$ cat src/rtl/nand_seq_pkg.sv
package nand_seq_pkg;
  localparam int ADDR_CYC = 5;
  localparam logic [7:0] OP_RD_SETUP = 8'h00;
  localparam logic [7:0] OP_RD_GO    = 8'h30;
  localparam logic [7:0] OP_PG_SETUP = 8'h80;
  localparam logic [7:0] OP_PG_GO    = 8'h10;
  localparam logic [7:0] OP_STATUS   = 8'h70;

  typedef enum logic [3:0] {
    S_IDLE, S_CMD1, S_ADDR, S_GAP, S_WDATA, S_CMD2,
    S_BUSY, S_RDATA, S_STCMD, S_STGAP, S_STRD, S_DONE
  } seq_state_t;

  // Address cycles: column low/high, then row low/middle/high.
  function automatic logic [7:0] addr_byte(input logic [15:0] col,
                                           input logic [23:0] row,
                                           input logic [2:0]  idx);
    case (idx)
      3'd0:    return col[7:0];
      3'd1:    return col[15:8];
      3'd2:    return row[7:0];
      3'd3:    return row[15:8];
      default: return row[23:16];
    endcase
  endfunction

  function automatic logic [7:0] setup_cmd(input logic wr);
    return wr ? OP_PG_SETUP : OP_RD_SETUP;
  endfunction

  function automatic logic [7:0] go_cmd(input logic wr);
    return wr ? OP_PG_GO : OP_RD_GO;
  endfunction
endpackage

$ cat src/rtl/nand_strobe.sv
module nand_strobe #(
  parameter int T_LOW  = 2,
  parameter int T_HIGH = 2
) (
  input  logic clk,
  input  logic rst_n,
  input  logic go,
  output logic active,
  output logic low,
  output logic rise_evt,
  output logic last_evt
);
  localparam int CMAX = (T_LOW > T_HIGH) ? T_LOW : T_HIGH;
  localparam int CW   = $clog2(CMAX + 1);

  logic          in_low;
  logic [CW-1:0] cnt;

  always_ff @(posedge clk or negedge rst_n) begin
    if (!rst_n) begin
      active <= 1'b0;
      in_low <= 1'b0;
      cnt    <= '0;
    end else if (!active) begin
      if (go) begin
        active <= 1'b1;
        in_low <= 1'b1;
        cnt    <= CW'(T_LOW - 1);
      end
    end else if (in_low) begin
      if (cnt == '0) begin
        in_low <= 1'b0;
        cnt    <= CW'(T_HIGH - 1);
      end else begin
        cnt <= cnt - 1'b1;
      end
    end else begin
      if (cnt == '0) active <= 1'b0;
      else           cnt    <= cnt - 1'b1;
    end
  end

  assign low      = active && in_low;
  assign rise_evt = active && in_low && (cnt == '0);
  assign last_evt = active && !in_low && (cnt == '0);
endmodule

$ cat src/rtl/nand_tick.sv
module nand_tick #(
  parameter int W = 4
) (
  input  logic         clk,
  input  logic         rst_n,
  input  logic         load,
  input  logic [W-1:0] len,
  output logic         zero
);
  logic [W-1:0] cnt;

  always_ff @(posedge clk or negedge rst_n) begin
    if (!rst_n)             cnt <= '0;
    else if (load)          cnt <= len;
    else if (cnt != '0)     cnt <= cnt - 1'b1;
  end

  assign zero = (cnt == '0);
endmodule

$ cat src/rtl/nand_seq.sv
module nand_seq
  import nand_seq_pkg::*;
#(
  parameter int PAGE_BYTES = 16,
  parameter int T_LOW      = 2,
  parameter int T_HIGH     = 2,
  parameter int T_GAP      = 2,
  parameter int T_WB       = 4
) (
  input  logic        clk,
  input  logic        rst_n,
  input  logic        req_valid,
  output logic        req_ready,
  input  logic        req_write,
  input  logic [15:0] req_col,
  input  logic [23:0] req_row,
  input  logic [7:0]  wr_data,
  input  logic        wr_valid,
  output logic        wr_ready,
  output logic [7:0]  rd_data,
  output logic        rd_valid,
  input  logic        rd_ready,
  output logic        done,
  output logic        done_fail,
  output logic        nf_ce_n,
  output logic        nf_cle,
  output logic        nf_ale,
  output logic        nf_we_n,
  output logic        nf_re_n,
  output logic        nf_wp_n,
  output logic [7:0]  nf_io_out,
  output logic        nf_io_oe,
  input  logic [7:0]  nf_io_in,
  input  logic        nf_rb
);
  localparam int IMAX = (PAGE_BYTES > ADDR_CYC) ? PAGE_BYTES : ADDR_CYC;
  localparam int IW   = $clog2(IMAX);
  localparam int TMAX = (T_GAP > T_WB) ? T_GAP : T_WB;
  localparam int TW   = $clog2(TMAX + 1);

  seq_state_t    state;
  logic          op_wr;
  logic [15:0]   col_q;
  logic [23:0]   row_q;
  logic [IW-1:0] idx;
  logic [7:0]    wbyte;
  logic [7:0]    rd_q;
  logic          rd_v;
  logic          stat_bit;

  // Named internal events
  logic          sg_go, sg_active, sg_low, sg_rise, sg_last;
  logic          tk_load, tk_zero;
  logic [TW-1:0] tk_len;
  logic          dir_out, byte_state, addr_done, page_done;

  nand_strobe #(.T_LOW(T_LOW), .T_HIGH(T_HIGH)) u_strobe (
    .clk(clk), .rst_n(rst_n), .go(sg_go), .active(sg_active),
    .low(sg_low), .rise_evt(sg_rise), .last_evt(sg_last)
  );

  nand_tick #(.W(TW)) u_tick (
    .clk(clk), .rst_n(rst_n), .load(tk_load), .len(tk_len), .zero(tk_zero)
  );

  assign addr_done  = (idx == IW'(ADDR_CYC - 1));
  assign page_done  = (idx == IW'(PAGE_BYTES - 1));
  assign byte_state = (state == S_CMD1) || (state == S_ADDR) || (state == S_CMD2) ||
                      (state == S_STCMD) || (state == S_STRD);
  assign dir_out    = (state == S_CMD1) || (state == S_ADDR) || (state == S_WDATA) ||
                      (state == S_CMD2) || (state == S_STCMD);

  always_comb begin
    sg_go   = 1'b0;
    tk_load = 1'b0;
    tk_len  = '0;
    if (byte_state)                sg_go = !sg_active;
    else if (state == S_WDATA)     sg_go = !sg_active && wr_valid;
    else if (state == S_RDATA)     sg_go = !sg_active && !rd_v;
    if ((state == S_ADDR && sg_last && addr_done && op_wr) ||
        (state == S_STCMD && sg_last)) begin
      tk_load = 1'b1;
      tk_len  = TW'(T_GAP - 1);
    end else if (state == S_CMD2 && sg_last) begin
      tk_load = 1'b1;
      tk_len  = TW'(T_WB - 1);
    end
  end

  always_ff @(posedge clk or negedge rst_n) begin
    if (!rst_n) begin
      state    <= S_IDLE;
      op_wr    <= 1'b0;
      col_q    <= '0;
      row_q    <= '0;
      idx      <= '0;
      wbyte    <= '0;
      rd_q     <= '0;
      rd_v     <= 1'b0;
      stat_bit <= 1'b0;
    end else begin
      if (rd_v && rd_ready) rd_v <= 1'b0;
      case (state)
        S_IDLE: if (req_valid && req_ready) begin
          op_wr <= req_write;
          col_q <= req_col;
          row_q <= req_row;
          idx   <= '0;
          state <= S_CMD1;
        end
        S_CMD1: if (sg_last) state <= S_ADDR;
        S_ADDR: if (sg_last) begin
          if (addr_done) begin
            idx   <= '0;
            state <= op_wr ? S_GAP : S_CMD2;
          end else begin
            idx <= idx + 1'b1;
          end
        end
        S_GAP: if (tk_zero) state <= S_WDATA;
        S_WDATA: begin
          if (sg_go) wbyte <= wr_data;
          if (sg_last) begin
            if (page_done) begin
              idx   <= '0;
              state <= S_CMD2;
            end else begin
              idx <= idx + 1'b1;
            end
          end
        end
        S_CMD2: if (sg_last) state <= S_BUSY;
        S_BUSY: if (tk_zero && nf_rb) state <= op_wr ? S_STCMD : S_RDATA;
        S_RDATA: begin
          if (sg_rise) begin
            rd_q <= nf_io_in;
            rd_v <= 1'b1;
          end
          if (sg_last) begin
            if (page_done) begin
              idx   <= '0;
              state <= S_DONE;
            end else begin
              idx <= idx + 1'b1;
            end
          end
        end
        S_STCMD: if (sg_last) state <= S_STGAP;
        S_STGAP: if (tk_zero) state <= S_STRD;
        S_STRD: begin
          if (sg_rise) stat_bit <= nf_io_in[0];
          if (sg_last) state <= S_DONE;
        end
        default: state <= S_IDLE;
      endcase
    end
  end

  always_comb begin
    case (state)
      S_CMD1:  nf_io_out = setup_cmd(op_wr);
      S_ADDR:  nf_io_out = addr_byte(col_q, row_q, idx[2:0]);
      S_WDATA: nf_io_out = wbyte;
      S_CMD2:  nf_io_out = go_cmd(op_wr);
      S_STCMD: nf_io_out = OP_STATUS;
      default: nf_io_out = '0;
    endcase
  end

  assign req_ready = (state == S_IDLE) && nf_rb;
  assign wr_ready  = (state == S_WDATA) && !sg_active;
  assign rd_data   = rd_q;
  assign rd_valid  = rd_v;
  assign done      = (state == S_DONE);
  assign done_fail = done && op_wr && stat_bit;
  assign nf_ce_n   = (state == S_IDLE) || (state == S_DONE);
  assign nf_cle    = (state == S_CMD1) || (state == S_CMD2) || (state == S_STCMD);
  assign nf_ale    = (state == S_ADDR);
  assign nf_we_n   = !(sg_low && dir_out);
  assign nf_re_n   = !(sg_low && !dir_out);
  assign nf_wp_n   = op_wr && !nf_ce_n;
  assign nf_io_oe  = dir_out;
endmodule

$ cat config.mk
export PLATFORM = sky130hd
export DESIGN_NAME = nand_seq
export DESIGN_NICKNAME = d
export VERILOG_FILES = /design/src/rtl/nand_seq_pkg.sv /design/src/rtl/nand_strobe.sv /design/src/rtl/nand_tick.sv /design/src/rtl/nand_seq.sv
export SDC_FILE = /design/constraint.sdc
export NUM_CORES = 1
export LEC_CHECK = 0
export BUFFER_PORTS_ARGS = -buffer_cell sky130_fd_sc_hd__buf_4
export CAP_MARGIN = 5
export CORE_UTILIZATION = 58
export DETAILED_ROUTE_END_ITERATION = 8
export PLACE_DENSITY = 0.85
export RECOVER_POWER = 100
export SLEW_MARGIN = 20
export SYNTH_ARGS = -nofsm -noshare
export SYNTH_HDL_FRONTEND = slang
export SYNTH_SLANG_ARGS = --single-unit
$ cat constraint.sdc
create_clock -name clk -period 4.4 [get_ports clk]
set_input_delay 0.44 -clock clk [delete_from_list [all_inputs] [get_ports clk]]
set_output_delay 0.44 -clock clk [all_outputs]
set_load 0.005 [all_outputs]
# After elaboration in Yosys (flattened, before gate mapping)
# Cells that the tools add are included.
[word_totals]
memories = 0
mem_bits_rw = 0
register_bits = 74
romBits = 0
inputBits = 63
latchBits = 0
[classes]
n_addsub = 3
order_cmp = 0
n_shift = 0
eq_ne = 32
div = 0
n_reduce_logical = 55
bitwise_logic = 0
n_mux = 51
mul = 0
[op_table]
columns = ["op", "count"]
rows = [
  ["4-bit two-way mux", 20],
  ["4-bit case mux with 11 select lines", 1],
  ["8-bit case mux with 5 select lines", 1],
  ["8-bit case mux with 4 select lines", 1],
  ["2-bit != test, second input constant", 12],
  ["1-bit logical AND", 21],
  ["4-bit by 3-bit == test with 1-bit output, second input constant", 5],
  ["4-bit == test, second input constant", 5],
  ["1-bit two-way mux", 15],
  ["2-bit two-way mux", 7],
  ["14-bit AND reduction", 1],
  ["4-bit case mux with 3 select lines", 1],
  ["1-bit logical OR", 11],
  ["2-bit AND reduction", 5],
  ["3-bit two-way mux", 3],
  ["4-bit by 2-bit == test with 1-bit output, second input constant", 2],
  ["8-bit two-way mux", 1],
  ["1-bit logical NOT", 7],
  ["3-bit by 2-bit == test with 1-bit output, second input constant", 2],
  ["3-bit logical NOT", 2],
  ["6-bit two-way mux", 1],
  ["2-bit by 1-bit != test with 1-bit output, second input constant", 3],
  ["3-bit nonzero test", 2],
  ["4-bit by 1-bit adder with 4-bit output, second input constant", 1],
  ["other kinds (10)", 11],
]

# Longest topological paths before layout
# Gate-level depths: netlist (run 1).
[depth]
depth_word = 9
mapped_depth = 8
ltp_nobuf = 7

# Modules after synthesis
# A second synthesis (run 1) with hierarchy kept.
[hier_totals]
hier_cells = 349
area_unflattened_um2 = 3871.2
[modules_own_cells]
columns = ["mod", "n_inst", "cells_each", "area_per_inst_um2", "seq_area_each_um2"]
rows = [
  ["nand_seq", 1, 313, 3490.8, 1676.6],
  ["nand_tick", 1, 21, 201.4, 75.1],
  ["nand_strobe", 1, 15, 178.9, 100.1],
]

# Worst setup path after synthesis (run 1)
# No wires, ideal clock.
[synth_path]
kind = "flip-flop to flip-flop"
startpoint = "reg idx[0]"
endpoint = "reg state[2]"
period_less_slack_ns = 2.005
path_stages_with_launch = 9
setup_ns = 0.125
path_slack_ns = 2.395
path_buffers = 1
arrival_ns = 1.880
path_cell_list = "dfrtp_1 -> inv_1 -> ha_1 -> clkbuf_1 -> nand3b_1 -> a22oi_2 -> a41oi_4 -> nor3_4 -> mux2_4"
[synth_between]
elab_chain_cells = 3
[synth_rtl]
columns = ["element", "line_no", "rtl"]
rows = [
  ["start: declaration", "nand_seq.sv:45", "logic [IW-1:0] idx;"],
  ["start signal: assignment", "nand_seq.sv:117", "idx <= idx + 1'b1;"],
  ["start signal: assignment", "nand_seq.sv:128", "idx <= idx + 1'b1;"],
  ["start signal: assignment", "nand_seq.sv:144", "idx <= idx + 1'b1;"],
  ["4-bit == test or 4-bit by 3-bit == test with 1-bit output (tied branches)", "nand_seq.sv:67, nand_seq.sv:66", ""],
  ["2-bit != test (no line) or 2-bit by 1-bit != test with 1-bit output (tied branches)", "-", ""],
  ["14-bit AND reduction (no line) (*)", "-", ""],
  ["end signal: assignment", "nand_seq.sv:115", "state <= op_wr ? S_GAP : S_CMD2;"],
  ["end signal: assignment", "nand_seq.sv:133", "S_BUSY: if (tk_zero && nf_rb) state <= op_wr ? S_STCMD : S_RDATA;"],
  ["end: declaration", "nand_seq.sv:41", "seq_state_t state;"],
]
# Mark *: on every way between the ends. The rest lies on a longest branch, timed or not.
# A chain may end at the register's enable or synchronous reset.

# Worst setup path in the final report (run 1)
[layout_path]
startpoint = "reg state[0]"
endpoint = "reg state[2]"
[layout_between]
elab_chain_cells = 5
[layout_rtl]
columns = ["element", "line_no", "rtl"]
rows = [
  ["4-bit logical NOT", "nand_seq.sv:103, nand_seq.sv:170", ""],
  ["1-bit logical AND", "nand_seq.sv:170", "assign req_ready = (state == S_IDLE) && nf_rb;"],
  ["1-bit logical AND", "nand_seq.sv:104", "S_IDLE: if (req_valid && req_ready) begin"],
  ["2-bit != test (no line)", "-", ""],
  ["14-bit AND reduction (no line)", "-", ""],
]
# Several ways; a longest one is shown, not always the timed one.

==> results of run 1 <==
## where the power goes
group,switching (mW),internal (mW)
clock network,0.279,0.227
logic,0.637,0.667
registers,0.310,0.986
## stage by stage
step / utilization, % / setup WS [ns] / total power [mW]
2_1_floorplan: - / 2.395 / 2.220
3_3_place_gp: 71.15 / 1.808 / 2.622
3_5_place_dp: 71.15 / 1.736 / 2.680
4_1_cts: 74.11 / 1.542 / 3.196
5_1_grt: 72.77 / 0.8941 / 3.310
6_report: 72.77 / 1.165 / 3.106
## cell type report
cell class / count / area [um^2]
clock buffer: 10 / 137.6
clock inverter: 6 / 50.05
fill: 436 / 1729
inverter: 13 / 51.30
multi-input combinational: 233 / 1760
sequential: 74 / 1852
tap: 77 / 96.34
timing repair buffer: 91 / 673.1
## worst paths after layout
path / startpoint / end / slack [ns] / depth (start not counted)
worst max-delay path: state[0] / state[2] / 1.16 / 7
max in group asynchronous: rst_n / stat_bit / 2.79 / 1
worst max register to register: state[0] / state[2] / 1.16 / 7
worst min-delay path: req_row[1] / row_q[1] / 0.29 / 2
worst min register to register: rd_data[4] / rd_data[4] / 0.49 / 1
min in group asynchronous: rst_n / u_strobe.cnt[1] / 0.54 / 1
## registers in the layout, summed over array words and instances, names as in the netlist, 2 cells and up
name	cells
idx	4
row_q	24
rd_data	8
u_strobe.cnt	2
u_tick.cnt	3
col_q	16
wbyte	8
state	4
## per-layer routing
metal  vias to the layer above  global-route usage, %  share of wire, %
li1                       1396                      -                 -
met1                      1489                  35.51                42
met2                       123                  45.31                50
met3                        19                  7.455               6.0
met4                         0                  10.03               2.0
met5                         -                      0                 0
## synth_stat cells (4+ instances only)
| cell | count |
|---|---|
| a21oi_1 | 23 |
| a22oi_1 | 16 |
| buf_2 | 7 |
| clkbuf_1 | 10 |
| dfrtp_1 | 74 |
| ha_1 | 7 |
| inv_1 | 10 |
| mux2_1 | 46 |
| mux2_2 | 11 |
| mux2i_1 | 5 |
| nand2_1 | 24 |
| nand2b_1 | 4 |
| nand3_1 | 9 |
| nor2_1 | 15 |
| nor2b_1 | 7 |
| nor3_1 | 5 |
| o21ai_0 | 12 |
| xnor2_1 | 4 |
## cells by family after synthesis
kind of cell / Yosys count / synth area share [%]
AND/OR/NAND/NOR: 83 / 12.46
AO/OA/AOI/OAI: 75 / 13.34
flip-flops: 74 / 48.27
multiplexers: 64 / 18.82
buffers and inverters: 34 / 3.914
adder cells (fa/ha/maj): 7 / 2.283
XOR/XNOR: 4 / 0.9131
==> results.toml, run 1 <==
[synthesis]
netlist_area_um2 = 3836
ys_ff_latch = 74
yosys-top-cells-area = "dfrtp_1 (48%), mux2_1 (14%), mux2_2 (3.2%), a22oi_1 (3.1%), a21oi_1 (3.0%)"
synth.top_cell.area_share_pct = 48.27
yosysTopAreaCell = "dfrtp_1"
netlist_instances = 341
syn_area_per_cell_um2 = 11.25
synthFlopType = "dfrtp_1"
yosysSeqAreaShare_pct = 48.27
synthDistinctLibCells = 53
async_flop_share_pct = 100.0
synth_fp_nets = 411
synth-edff-count = 0
yosys_warnings = 0

[critical_path]
critical_path_class = "reg2reg"
path_max_fanout = 27
crit_top_cell = "nor3_1"
cpMaxStageDelayCell = "dfrtp_1"
cp.buffers_inverters = 1
crit_chain = "nor3_1 -> nand2_1 -> inv_1 -> a22oi_1 -> a41oi_4 -> nor3_1 -> mux2_4"
crit_path_start_kind = "flop"
cp.required_ns = 4.64
max_stage_delay_ns = 0.90
worstPathArrival_ns = 3.48
crit_family = "simple AND/OR/NAND/NOR gates"
crit_path_end_kind = "flop"

[outcome]
violations = "max-capacitance violations, max-slew violations"
status = "finished with violations"

[cts]
cts.clk_slew.worst_paths_ns = 0.08
post_cts_buffers = 0
cts_root_buf = "clkbuf_8"
clock_path_buffers = 2
cts-buffers-inserted = 9
cts_tree = "yes"
cts-hold-fix-buffers = 0
clock-sinks = 74
clk_latency_ns = 0.36
cts.htree.levels = 3
ctsResizeCount = 0

[timing]
setup_viol = 0
min_period_ns = 3.235
fin_skew_ns = 0.004977
hold_ws_ns = 0.2924
timing.slew.headroom_pct = -18.80
finalCritPeriodShare_pct = 73.52
slew_viol_final = 75
worst_slew_pin_slew_ns = 1.782
fmax_ghz = 0.3091
rsz0062_at_grt = "no"
finalHoldViolations = 0
fin_tns_setup_ns = 0

[final_layout]
area_growth_pct = 20.45
drive_gt1_share_pct = 28.57
stdcell_count = 504
fin_nets = 492
most-common-layout-cells = "dfrtp_1 (74), buf_4 (68), mux2_1 (46), nand2_1 (25), a21oi_1 (23)"
design_area_um2 = 4621
final_common_cell = "dfrtp_1"
n_antenna_cell = 0

[route]
via_count = 3027
drtAntennaViolNets = 0
wl_mm = 8.944
drtPass1Iterations = 5
drc = 0
routed_via_density = 6.006
routedWlPerCell_um = 17.75
drt-initial-drc-count = 329

[floorplan]
die_h_um = 83.33
die_w_um = 83.33
io_pins = 91
coreArea_um2 = 6350
initial_core_util_pct = 60.41
rows = 29
design.die.area_um2 = 6943

[global_route]
grt_max_degree = 75
grt_usage_pct = 27.71
grt_pass1_wl_mm = 14.96
grt_pass1_vias = 3060
overflow = 0
antenna_found_initial = 0

[power_and_ir_drop]
power_density_nw_per_um2 = 672.2
peakVddDrop_mv = 0.4079
p_leak_nw = 2.174

[placement]
placed_cells = 488
port_buffers = 90
place.gp.congestion = 0.8606
dp_hpwl_mm = 6.370
dpl_cell_area_um2 = 4518

[min_path]
hold_class = "in2reg"

[run]
maxCapViolations = 1
(Power assumes the default switching activity.)
==> run 2, diff against run 1 <==
- CORE_UTILIZATION: 58 -> 49
- PLACE_DENSITY: 0.85 -> 0.77
- clock period: 4.4 -> 2.8 ns (I/O delays scaled with it)
==> run 2 against run 1 <==
Against the previous run: clock skew is 0.0045 ns higher; design area is 1.3% higher; sequential share of layout area is 0.50 points lower; first-iteration DRC count is 36% lower; die area is 18% higher; sequential power is 51% higher; final cell count is 5.6% higher; critical path depth is 3 lower; critical endpoint is now rd_data[2]; worst setup slack worse by 0.92 ns; the flow still finishes with violations (max-capacitance violations, max-slew violations); utilization is 9.6 points lower; via count is 1.8% lower.
==> results.toml, run 2 (same netlist as run 1, synthesis figures left out) <==
[outcome]
status = "finished with violations"
violations = "max-capacitance violations, max-slew violations"

[min_path]
hold_class = "in2reg"
hp-start = "req_col[15]"

[critical_path]
ff2ff_setup_slack_ns = 0.24
crit_path_end_kind = "flop"
worstPathArrival_ns = 2.79
crit_path_start_kind = "flop"
path_max_fanout = 15
cp.required_ns = 3.03
critical_path_class = "reg2reg"
rr_startpoint = "state[1]"
critPathLaunch = "state[1]"

[timing]
rsz0062_at_grt = "no"
min_period_ns = 2.556
fmax_ghz = 0.3912
finalCritPeriodShare_pct = 91.30
worst_slew_pin_slew_ns = 1.818
setup_viol = 0
timing.slew.headroom_pct = -21.20
slew_viol_final = 75
fin_tns_setup_ns = 0
finalHoldViolations = 0
fin_skew_ns = 0.009513

[route]
via_count = 2972
routed_via_density = 5.586
drt-initial-drc-count = 211
wl_mm = 8.785
drc = 0
drtPass1Iterations = 4
drtAntennaViolNets = 0
routedWlPerCell_um = 16.51

[floorplan]
initial_core_util_pct = 51.78
design.die.area_um2 = 8187
die_h_um = 90.48
die_w_um = 90.48
io_pins = 91
coreArea_um2 = 7408
rows = 31

[cts]
cts.clk_slew.worst_paths_ns = 0.09
cts_tree = "yes"
post_cts_buffers = 0
cts-buffers-inserted = 9
ctsResizeCount = 0
cts-hold-fix-buffers = 0
cts.htree.levels = 3
clk_latency_ns = 0.34
clock-sinks = 74
cts_root_buf = "clkbuf_8"
clock_path_buffers = 2

[placement]
port_buffers = 90
place.gp.congestion = 0.8269
dp_hpwl_mm = 6.471

[global_route]
met2_usage_pct = 36.68
grt_usage_pct = 23.00
grt_max_degree = 75
grt_pass1_wl_mm = 15.04
overflow = 0
use_met1_pct = 31.47
grt.busiest_layer = "met2"
grt_pass1_vias = 3084
grt_util_met3_pct = 3.956
antenna_found_initial = 0

[final_layout]
fillers = 629
multiInputGateArea_um2 = 1752
fin_nets = 498
largest_register_ffs = 24
drive_gt1_share_pct = 29.56
largest-register = "row_q"
most-common-layout-cells = "dfrtp_1 (74), buf_4 (74), mux2_1 (48), nand2_1 (25), a21oi_1 (23)"
top_regs = "row_q: 24 flops, col_q: 16 flops"
ff_latch_area_um2 = 1852
fin_util_pct = 63.17
n_antenna_cell = 0
area_growth_pct = 21.98

[run]
maxCapViolations = 1

[power_and_ir_drop]
p_leak_nw = 2.204
peakVddDrop_mv = 0.5081
power_density_nw_per_um2 = 1040
run 2: cell count changes in the layout (fill, tap and decap cells not counted), sizes merged:
cell  before  now
buf       68   74
run 2: worst max-delay path, stage by stage, from the launching register on:
cell      delay (ns)
dfrtp_1         0.63
clkbuf_2        0.32
nand2_1         0.13
nor3_1          0.97
mux2_1          0.40
run 2: area by class of cell:
| type | count | share of cell area, % |
|---|---|---|
| sequential | 74 | 39.57 |
| multi-input combinational | 233 | 37.43 |
| timing repair buffer | 97 | 15.29 |
| clock buffer | 10 | 2.941 |
| tap | 99 | 2.647 |
| inverter | 13 | 1.096 |
| clock inverter | 6 | 1.016 |
run 2: path summary, 6_finish.rpt:
path,to,depth (start not counted)
min in group asynchronous,col_q[2],1
worst max register to register,rd_data[2],4
worst min register to register,rd_data[1],1
worst min-delay path,col_q[15],2
worst max-delay path,rd_data[2],4
max in group asynchronous,stat_bit,1
run 2: report_power, final:
| part | total [mW] | leakage, nW | internal (mW) | switching (mW) |
|---|---|---|---|---|
| registers | 1.96 | 0.921 | 1.55 | 0.403 |
| clock network | 0.780 | 0.0933 | 0.354 | 0.426 |
| logic | 2.13 | 1.19 | 1.05 | 1.08 |
| total | 4.87 | 2.20 | 2.96 | 1.91 |
run 2: metrics by stage:
stage / area (um^2) / hold WS (ns) / power (mW) / worst slack (ns) / instances
after global routing: 4679 / 0.1359 / 5.237 / 0.08943 / 532
after floorplan: 3836 / -0.01559 / 3.488 / 0.7946 / 341
after detailed placement: 4603 / 0.4705 / 4.275 / 0.6300 / 516
final: 4679 / 0.1423 / 4.866 / 0.2436 / 532
after global placement: 4603 / 0.4691 / 4.199 / 0.6151 / 516
after CTS: 4788 / 0.1038 / 5.062 / 0.2918 / 532
run 2: per-layer routing:
layer  vias to the layer above  routed length [um]
met1                      1457                3979
met2                       100                4216
met5                         -                   0
met4                         0                 123
li1                       1404                   -
met3                        11                 466
==> run 3, diff against run 2 <==
--- a/config.mk
+++ b/config.mk
@@ -10,2 +10,3 @@
 export CORE_UTILIZATION = 49
+export CTS_CLUSTER_SIZE = 30
 export DETAILED_ROUTE_END_ITERATION = 8
--- a/constraint.sdc
+++ b/constraint.sdc
@@ -3,2 +3,2 @@
 set_output_delay 0.28 -clock clk [all_outputs]
-set_load 0.005 [all_outputs]
+set_load 0.1 [all_outputs]
==> run 3 against run 2 <==
Against the previous run: the flow still finishes with violations (max-capacitance violations, max-slew violations); count of clock-buffer cells in the layout grew 1; non-clock buffer count grew 2; sequential cell count is the same; critical path depth grew 3; final cell count grew 0.19%; design area grew 2.2%; critical endpoint is now nf_io_out[2]; largest cell class unchanged.
==> results.toml, run 3 (same netlist as run 1, synthesis figures left out) <==
[run]
maxCapViolations = 1

[floorplan]
design.die.area_um2 = 8187
coreArea_um2 = 7408
rows = 31
die_h_um = 90.48
initial_core_util_pct = 51.78
io_pins = 91
die_w_um = 90.48

[cts]
cts.clk_slew.worst_paths_ns = 0.08
cts-hold-fix-buffers = 0
cts.htree.levels = 3
post_cts_buffers = 0
clk_latency_ns = 0.34
clock-sinks = 74
ctsResizeCount = 0
clock_path_buffers = 2
cts-buffers-inserted = 9
cts_root_buf = "clkbuf_8"
cts_tree = "yes"

[critical_path]
crit_path_start_kind = "flop"
crit_path_end_kind = "output pin"
path_max_fanout = 8
critical_path_class = "reg2out"
cp.required_ns = 2.52
worstPathArrival_ns = 2.39

[route]
drtPass1Iterations = 4
drtAntennaViolNets = 0
via_count = 3066
drt-initial-drc-count = 249
routedWlPerCell_um = 17.23
drc = 0
wl_mm = 9.186
routed_via_density = 5.752

[timing]
fmax_ghz = 0.3743
min_period_ns = 2.672
setup_viol = 0
timing.slew.headroom_pct = -19.96
finalHoldViolations = 0
hold_ws_ns = 0.1433
rsz0062_at_grt = "no"
setup_ws_ns = 0.1282
slew_viol_final = 75
finalCritPeriodShare_pct = 95.42
worst_slew_pin_slew_ns = 1.799
fin_skew_ns = 0.006534

[placement]
dp_hpwl_mm = 6.732
place.gp.congestion = 0.9269
placed_cells = 518
post-place-ws_ns = 0.5662
port_buffers = 90
dpl_cell_area_um2 = 4700

[global_route]
grt_pass1_wl_mm = 15.21
grt_usage_pct = 23.68
grt_pass1_vias = 3056
antenna_found_initial = 0
grt_max_degree = 75
overflow = 0

[final_layout]
drive_gt1_share_pct = 31.80
fillers = 635
stdcell_count = 533
area_growth_pct = 24.63
design_area_um2 = 4781
fin_nets = 500
largest-register = "row_q"
n_antenna_cell = 0
top_regs = "row_q: 24 flops, col_q: 16 flops"
largest_register_ffs = 24
most-common-layout-cells = "dfrtp_1 (74), buf_4 (72), mux2_1 (46), nand2_1 (24), a21oi_1 (21)"
final_common_cell = "dfrtp_1"

[outcome]
violations = "max-capacitance violations, max-slew violations"
status = "finished with violations"

[power_and_ir_drop]
power_frac_comb_pct = 54.9
peakVddDrop_mv = 0.8727
p_leak_nw = 2.209
internal_power_mw = 3.186
switching_share_pct = 50.15
power_density_nw_per_um2 = 1337
p_clk_share_pct = 14.4
p_seq_share_pct = 30.7
switchingPower_mw = 3.205

[min_path]
hold_class = "in2reg"
[run 3: changes by cell type in the layout (fill, tap and decap cells not counted), moves of 2 or more]
cell | previous run | this run
clkbuf_2 | 2 | 9
a21oi_1 | 23 | 21
inv_6 | 2 | 0
bufinv_16 | 0 | 2
clkbuf_1 | 2 | 11
buf_4 | 74 | 72
o21ai_2 | 0 | 5
inv_1 | 11 | 9
clkbuf_4 | 19 | 7
nor3_4 | 0 | 2
nor3_1 | 7 | 5
mux2_1 | 48 | 46
o21ai_0 | 12 | 7
mux2_4 | 0 | 2
[run 3: routing by layer]
metal | wire [um] | vias up | part of all wire [%] | GRT usage [%]
li1 | - | 1406 | - | -
met3 | 453 | 16 | 4.9 | 3.956
met2 | 4598 | 116 | 50 | 39.14
met1 | 3932 | 1528 | 43 | 30.68
met5 | 0 | - | 0 | 0
met4 | 202 | 0 | 2.2 | 10.22
[run 3: final timing paths]
kind,start,to,slack [ns],cells past startpoint
max,idx[0],nf_io_out[2],0.13,7
min,req_write,op_wr,0.14,3
max reg2reg,idx[0],state[2],0.28,7
min reg2reg,row_q[19],row_q[19],0.49,1
max in group asynchronous,rst_n,u_strobe.cnt[1],1.32,1
min in group asynchronous,rst_n,col_q[2],0.42,1
[run 3: per-stage QoR]
stage | power, mW | util, % | setup TNS (ns)
after floorplan | 4.787 | - | -0.6090
after global placement | 5.557 | 63.44 | 0
after detailed placement | 5.655 | 63.44 | 0
after CTS | 6.581 | 66.37 | 0
after global routing | 6.745 | 64.53 | 0
final | 6.391 | 64.53 | 0
[run 3: cell type report]
type                       instances  area [um^2]  share of cell area, %
multi-input combinational        233         1852                  38.73
tap                               99        123.9                  2.591
inverter                          13        55.05                  1.152
clock inverter                     4        76.32                  1.596
sequential                        74         1852                  38.73
clock buffer                      11        141.4                  2.957
timing repair buffer              99        680.7                  14.24
[run 3: worst max-delay path: stages, from the launching register on]
cell,delay [ns]
dfrtp_1,0.43
ha_1,0.26
ha_1,0.38
a22oi_1,0.18
a21oi_1,0.28
a21oi_1,0.10
o21ai_2,0.12
buf_4,0.29
[run 3: power groups by stage]
stage | Combinational (mW) | Clock [mW] | Sequential (mW)
CTS | 3.69 | 0.933 | 1.96
global route | 3.76 | 0.978 | 2.01
finish | 3.51 | 0.921 | 1.96
floorplan | 2.66 | 0 | 2.13
global placement | 3.60 | 0 | 1.95
detailed placement | 3.68 | 0 | 1.98
